### src/rtl/otp_trim_pkg.sv
package otp_trim_pkg;

    localparam int unsigned NREG  = 8;
    localparam int unsigned IDX_W = 3;

    typedef enum logic [IDX_W-1:0] {
        TR_OFS_C  = 3'd0,
        TR_OFS_F  = 3'd1,
        TR_GAIN_C = 3'd2,
        TR_GAIN_F = 3'd3,
        TR_TC     = 3'd4,
        TR_CLAMP  = 3'd5,
        TR_POL    = 3'd6,
        TR_LOCK   = 3'd7
    } trim_idx_e;

    // Registers whose trial counter skips code 3.
    function automatic bit is_short_wrap(int unsigned k);
        return (k == int'(TR_OFS_C)) || (k == int'(TR_GAIN_C)) || (k == int'(TR_CLAMP));
    endfunction

endpackage

### src/rtl/otp_fuse_bank.sv
module otp_fuse_bank #(
    parameter int unsigned NBITS = 30
) (
    input  logic             clk,
    input  logic             init_n,
    input  logic             wr_en,
    input  logic [NBITS-1:0] wr_bits,
    output logic [NBITS-1:0] fuse_q
);

    typedef struct packed {
        logic [NBITS-1:0] fuse;
    } fb_t;

    fb_t st_d, st_q;

    always_comb begin
        st_d = st_q;
        if (wr_en) begin
            st_d.fuse = st_q.fuse | wr_bits;
        end
    end

    always_ff @(posedge clk or negedge init_n) begin
        if (!init_n) begin
            st_q <= '0;
        end else begin
            st_q <= st_d;
        end
    end

    assign fuse_q = st_q.fuse;

    AST_FUSE_STICKY: assert property (@(posedge clk) disable iff (!init_n)
        ((fuse_q & $past(fuse_q)) == $past(fuse_q)));

    AST_ONE_FUSE_PER_EDGE: assert property (@(posedge clk) disable iff (!init_n)
        ($countones(fuse_q ^ $past(fuse_q)) <= 1));

endmodule

### src/rtl/otp_trim_field.sv
module otp_trim_field #(
    parameter int unsigned W     = 2,
    parameter bit          WRAP3 = 1'b0
) (
    input  logic         clk,
    input  logic         por_n,
    input  logic         clr,
    input  logic         inc,
    input  logic         frz,
    input  logic [W-1:0] fuse,
    output logic [W-1:0] val,
    output logic [W-1:0] cand
);

    localparam bit SKIP3 = WRAP3 && (W == 2);

    typedef struct packed {
        logic [W-1:0] vol;
    } fld_t;

    fld_t st_d, st_q;

    always_comb begin
        st_d = st_q;
        if (!frz) begin
            if (clr) begin
                st_d.vol = '0;
            end else if (inc) begin
                if (SKIP3 && (st_q.vol == W'(2))) begin
                    st_d.vol = '0;
                end else begin
                    st_d.vol = st_q.vol + W'(1);
                end
            end
        end
    end

    always_ff @(posedge clk or negedge por_n) begin
        if (!por_n) begin
            st_q <= '0;
        end else begin
            st_q <= st_d;
        end
    end

    assign val  = frz ? fuse : (st_q.vol | fuse);
    assign cand = st_q.vol & ~fuse;

    AST_SELECT_CLEARS: assert property (@(posedge clk) disable iff (!por_n)
        (clr && !frz) |=> (st_q.vol == '0));

    generate
        if (SKIP3) begin : g_skip3
            AST_NO_CODE3: assert property (@(posedge clk) disable iff (!por_n)
                (st_q.vol != W'(3)));
        end
    endgenerate

endmodule

### src/rtl/otp_trim_bank.sv
module otp_trim_bank
    import otp_trim_pkg::*;
#(
    parameter int unsigned OFS_C_W  = 2,
    parameter int unsigned OFS_F_W  = 9,
    parameter int unsigned GAIN_C_W = 2,
    parameter int unsigned GAIN_F_W = 8,
    parameter int unsigned TC_W     = 5,
    parameter int unsigned CLAMP_W  = 2,
    parameter int unsigned POL_W    = 1
) (
    input  logic                clk,
    input  logic                por_n,
    input  logic                fuse_init_n,
    input  logic [IDX_W-1:0]    reg_sel,
    input  logic                sel_stb,
    input  logic                inc_stb,
    input  logic                blow_stb,
    output logic [OFS_C_W-1:0]  ofs_coarse,
    output logic [OFS_F_W-1:0]  ofs_fine,
    output logic [GAIN_C_W-1:0] gain_coarse,
    output logic [GAIN_F_W-1:0] gain_fine,
    output logic [TC_W-1:0]     tc_code,
    output logic [CLAMP_W-1:0]  clamp_code,
    output logic [POL_W-1:0]    polarity,
    output logic                locked,
    output logic                blow_err
);

    localparam int unsigned FW [NREG] = '{OFS_C_W, OFS_F_W, GAIN_C_W, GAIN_F_W,
                                          TC_W, CLAMP_W, POL_W, 1};

    function automatic int unsigned lsb_of(int unsigned k);
        int unsigned s;
        s = 0;
        for (int unsigned j = 0; j < k; j++) begin
            s += FW[j];
        end
        return s;
    endfunction

    localparam int unsigned TOTAL    = lsb_of(NREG);
    localparam int unsigned LOCK_BIT = lsb_of(NREG - 1);

    typedef struct packed {
        logic armed;
        logic err;
    } ctl_t;

    ctl_t             ctl_d, ctl_q;
    logic [TOTAL-1:0] fuse_q;
    logic [TOTAL-1:0] val_flat;
    logic [TOTAL-1:0] cand_flat;
    logic [TOTAL-1:0] sel_mask;
    logic [TOTAL-1:0] cand_sel;
    logic             frz;
    logic             blow_act;
    logic             blow_ok;

    assign frz      = fuse_q[LOCK_BIT];
    assign blow_act = blow_stb && !sel_stb;
    assign cand_sel = cand_flat & sel_mask;

    generate
        for (genvar g = 0; g < NREG; g++) begin : g_fld
            localparam int unsigned L = lsb_of(g);
            localparam int unsigned W = FW[g];
            logic hit;
            assign hit = (reg_sel == IDX_W'(g));
            assign sel_mask[L +: W] = {W{hit}};

            otp_trim_field #(
                .W     (W),
                .WRAP3 (is_short_wrap(g))
            ) i_field (
                .clk   (clk),
                .por_n (por_n),
                .clr   (hit && sel_stb),
                .inc   (hit && inc_stb && !sel_stb && !blow_stb),
                .frz   (frz),
                .fuse  (fuse_q[L +: W]),
                .val   (val_flat[L +: W]),
                .cand  (cand_flat[L +: W])
            );
        end
    endgenerate

    always_comb begin
        ctl_d   = ctl_q;
        blow_ok = 1'b0;
        if (blow_act) begin
            if (ctl_q.armed && !frz && ($countones(cand_sel) == 1)) begin
                blow_ok     = 1'b1;
                ctl_d.armed = 1'b0;
            end else begin
                ctl_d.err = 1'b1;
            end
        end
    end

    always_ff @(posedge clk or negedge por_n) begin
        if (!por_n) begin
            ctl_q <= '{armed: 1'b1, err: 1'b0};
        end else begin
            ctl_q <= ctl_d;
        end
    end

    otp_fuse_bank #(
        .NBITS (TOTAL)
    ) i_fuses (
        .clk     (clk),
        .init_n  (fuse_init_n),
        .wr_en   (blow_ok),
        .wr_bits (cand_sel),
        .fuse_q  (fuse_q)
    );

    assign ofs_coarse  = val_flat[lsb_of(0) +: OFS_C_W];
    assign ofs_fine    = val_flat[lsb_of(1) +: OFS_F_W];
    assign gain_coarse = val_flat[lsb_of(2) +: GAIN_C_W];
    assign gain_fine   = val_flat[lsb_of(3) +: GAIN_F_W];
    assign tc_code     = val_flat[lsb_of(4) +: TC_W];
    assign clamp_code  = val_flat[lsb_of(5) +: CLAMP_W];
    assign polarity    = val_flat[lsb_of(6) +: POL_W];
    assign locked      = frz;
    assign blow_err    = ctl_q.err;

    AST_BAD_BLOW_FLAGS: assert property (@(posedge clk) disable iff (!por_n || !fuse_init_n)
        (blow_act && ($countones(cand_sel) != 1)) |=> blow_err);

    AST_LOCK_FREEZES_FUSES: assert property (@(posedge clk) disable iff (!fuse_init_n)
        locked |=> $stable(fuse_q));

    AST_LOCK_READS_FUSE: assert property (@(posedge clk) disable iff (!fuse_init_n)
        locked |-> val_flat[LOCK_BIT]);

    AST_ERR_STICKY: assert property (@(posedge clk) disable iff (!por_n)
        blow_err |=> blow_err);

endmodule

### config.mk
export PLATFORM = sky130hd
export DESIGN_NAME = otp_trim_bank
export DESIGN_NICKNAME = d
export VERILOG_FILES = /design/src/rtl/otp_trim_pkg.sv /design/src/rtl/otp_fuse_bank.sv /design/src/rtl/otp_trim_field.sv /design/src/rtl/otp_trim_bank.sv
export SDC_FILE = /design/constraint.sdc
export NUM_CORES = 1
export LEC_CHECK = 0
export BUFFER_PORTS_ARGS = -buffer_cell sky130_fd_sc_hd__buf_4
export CAP_MARGIN = 40
export CORE_ASPECT_RATIO = 0.9
export CORE_MARGIN = 2
export CORE_UTILIZATION = 40
export CTS_BUF_LIST = sky130_fd_sc_hd__clkbuf_2
export CTS_CLUSTER_SIZE = 28
export DETAILED_ROUTE_END_ITERATION = 7
export GPL_ROUTABILITY_DRIVEN = 1
export PLACE_DENSITY = 0.6
export SKIP_CTS_REPAIR_TIMING = 1
export SLEW_MARGIN = 20
export SYNTH_ARGS = -nofsm -noshare
export SYNTH_HDL_FRONTEND = slang
export SYNTH_SLANG_ARGS = --single-unit
### constraint.sdc
create_clock -name clk -period 8 [get_ports clk]
set_clock_uncertainty 0.1 [all_clocks]
set_input_delay 0.8 -clock clk [delete_from_list [all_inputs] [get_ports clk]]
set_output_delay 0.8 -clock clk [all_outputs]
set_load 0.01 [all_outputs]
==> impl_metrics.ini <==
[synthesis]
synth-seq-cells = 62
synth_area_sq_um = 3980
synth_top_family_by_area = simple AND/OR/NAND/NOR gates
syn_inst = 379
synth.avg_cell_area_sq_um = 10.5
ys_seq_area_frac = 0.390
synth-xor-area-share = 0.00440
ys_types = 53
synth_compound_area_frac = 0.182
synth.area.mux_share = 0.0254
synthAdderAreaFrac = 0.145
yosys.area_share.simple = 0.207
synthFlopType = dfrtp_1
synthesis.nets = 421
synth_edf_count = 0
async_reset_ff_frac = 1.00
yosysWarnings = 0

[final_layout]
layout.nets = 455
syn_to_final_growth_pct = 12.9
final_util = 0.463
final_layout_size_suffix_gt1_frac = 0.194
diodes = 0

[power_and_ir_drop]
cellPowerDensity_nw_per_um2 = 126
p_leak_uw = 0.00241
p_int_uw = 423
switching_power_uw = 142
ir_drop_uv = 78.1
seqPwrFrac = 0.558
pwr-share-comb = 0.050
total_power_uw = 565
netSwitchingFraction = 0.252
clkPwrFrac = 0.392

[timing]
finalSetupViolCount = 0
tns_ns = 0
min_period_ns = 6.45
rsz0062_at_grt = false
max_freq_ghz = 0.155
finalHoldWorstSlack_ns = 0.0932
hold_viol = 0
maxSlewViolCount = 0
fin_crit_sh = 0.806
worst_pin_slew_ns = 0.741
relSlewSlack = 0.501

[cts]
cts_max_level = 3
clkTransAtPathRegs_ns = 0.20
cts_tree = built
cts-buffers-inserted = 9
cts_sinks = 62
cts.root.buffer_cell = clkbuf_2
ctsLongestPathBuffers = 2
clock_latency_ns = 0.51

[placement]
dp_hpwl_um = 6960
gp_congestion = 0.844
io_buffers = 39

[setup_path]
slowest_delay_ns = 0.53
path_max_fanout = 16
worstPathArrival_ns = 6.80
r2r_cells = 17
crit_chain = buf_4, nor2_1, nand2_1, nor3b_1, fa_1, inv_1, fa_1, fa_1, inv_1, fa_1, fa_1, inv_1, fa_1, inv_1, ha_1, fa_1, and4bb_2, nand3_2, nor4_4, a21o_1
r2r_start = g_fld[3].i_field.st_q[4]
slowest_stage = nor4_4
criticalPathCategory = in -> reg
cp.required_ns = 8.35
critPathLaunchType = input pin
startpoint = reg_sel[1]
cpMostUsedCell = fa_1
end_kind = register

[hold_path]
hp-class = in -> async

[global_routing]
antenna_found_initial = 0
gr-total-overflow = 0
grtUsageMet2 = 0.309
grt_use_met1 = 0.289
grt_max_degree = 34
first_global_vias = 3099
busiest_layer = met2
grt_use_met3 = 0.0410
grt_usage = 0.202
grt_pass1_wl_um = 16400

[routing]
drcViolationCount = 0
ant_nets = 0
wl_per_cell_um = 18.0
routed-via-count = 2993
viasPerCell = 5.50
drt-total-wl_um = 9780
dr.pass1.iters = 4
drt_iter0_markers = 128

[status]
status = finished clean

[run]
maxCapViolations = 0

[floorplan]
fp.dieH_um = 98.7
die_area_sq_um = 10800
initial_utilization = 0.411
core-area_sq_um = 9700
die_x_um = 109
fp-row-count = 34
io_pins = 40
[power by group through the flow]
| stage | clock [uW] | sequential, uW | combinational [uW] |
|---|---|---|---|
| 5_1_grt | 241 | 315 | 31.9 |
| 6_report | 221 | 315 | 28.3 |
| 4_1_cts | 228 | 315 | 29.3 |
| 3_5_place_dp | 0 | 321 | 29.2 |
| 3_3_place_gp | 0 | 321 | 28.5 |
| 2_1_floorplan | 0 | 321 | 14.6 |
[state kept, by name (all words and copies together), names as in the netlist]
name	cells
i_fuses.fuse_q	30
blow_err	1
ctl_q	1
g_fld.i_field.st_q	30
[cell type report]
| class | instances | area [sq um] |
|---|---|---|
| well taps | 126 | 158 |
| fillers | 934 | 5200 |
| multi-input cells | 272 | 2250 |
| repair buffers | 42 | 315 |
| inverters | 26 | 97.6 |
| flip-flops and latches | 62 | 1550 |
| clock buffers | 10 | 50.0 |
| clock inverters | 6 | 76.3 |
[kinds of logic (layout without fill, tap and decap cells)]
kind of cell / Yosys count / after routing
XOR/XNOR: 2 / 2
flip-flops: 62 / 62
multiplexers: 9 / 9
adder cells (fa/ha/maj): 33 / 33
buffers and inverters: 45 / 84
AND/OR/NAND/NOR: 127 / 127
AO/OA/AOI/OAI: 101 / 101
[routing by layer]
| layer | up-vias | share of wire | wire [um] |
|---|---|---|---|
| li1 | 1432 | - | - |
| met1 | 1494 | 0.49 | 4780 |
| met2 | 57 | 0.46 | 4460 |
| met3 | 10 | 0.042 | 415 |
| met4 | 0 | 0.012 | 116 |
| met5 | - | 0 | 0 |
[final timing paths]
path	endpoint	slack [ns]
min in group clk	i_fuses.fuse_q[25]	0.40
worst min register to register	i_fuses.fuse_q[25]	0.40
worst max-delay path	i_fuses.fuse_q[3]	1.55
max in group asynchronous	g_fld[4].i_field.st_q[0]	7.34
worst max register to register	i_fuses.fuse_q[3]	2.03
worst min-delay path	i_fuses.fuse_q[9]	0.09
[worst max-delay path: cells and delay by family]
| family | cells | cell delay, ns |
|---|---|---|
| AND/OR/NAND/NOR | 6 | 1.88 |
| buffers and inverters | 5 | 0.39 |
| AO/OA/AOI/OAI | 1 | 0.21 |
| adder cells (fa/ha/maj) | 8 | 3.49 |
[synth_stat cells (2+ instances only)]
cell | number | area, sq um
nand4b_1 | 3 | 26.3
o21bai_1 | 7 | 52.6
fa_1 | 22 | 440
nand2_1 | 24 | 90.1
a31oi_1 | 2 | 12.5
o2111ai_1 | 2 | 17.5
a211o_1 | 2 | 17.5
or4_1 | 6 | 45.0
inv_1 | 26 | 97.6
buf_2 | 6 | 30.0
nor2_1 | 10 | 37.5
buf_1 | 3 | 11.3
o21ai_0 | 14 | 70.1
and3_1 | 3 | 18.8
nor3_1 | 7 | 35.0
and2_1 | 2 | 12.5
a21o_1 | 50 | 375
or3_1 | 3 | 18.8
nand2b_1 | 2 | 12.5
nand3_1 | 17 | 85.1
nor4_4 | 3 | 63.8
nor3b_1 | 14 | 105
nand3b_1 | 10 | 75.1
nor2b_1 | 3 | 18.8
o211ai_1 | 3 | 22.5
or2_2 | 8 | 50.1
a21oi_1 | 8 | 40.0
clkbuf_1 | 9 | 33.8
nor4b_1 | 2 | 17.5
nand4_1 | 2 | 12.5
dfrtp_1 | 61 | 1530
mux2_2 | 9 | 101
ha_1 | 11 | 138
o31ai_1 | 6 | 45.0
[cell usage in the layout, fill, tap and decap left out, types with 6 or more instances in the layout]
cell,synthesis,layout
dfrtp_1,61,61
or2_2,8,8
a21o_1,50,50
o21bai_1,7,7
buf_4,0,42
nand3_1,17,17
o31ai_1,6,6
a21oi_1,8,8
nor3_1,7,7
or4_1,6,6
nor3b_1,14,14
inv_1,26,26
mux2_2,9,9
fa_1,22,22
ha_1,11,11
o21ai_0,14,14
nor2_1,10,10
clkbuf_2,0,10
nand2_1,24,24
nand3b_1,10,10
[per-stage QoR]
stage | worst slack, ns | area (sq um) | instances
3_3_place_gp | 1.08 | 4370 | 528
5_1_grt | 1.22 | 4500 | 544
6_report | 1.55 | 4500 | 544
4_1_cts | 1.53 | 4500 | 544
3_5_place_dp | 0.959 | 4370 | 528
2_1_floorplan | 1.34 | 3980 | 379
No activity file was read; power rests on OpenSTA's default activity.
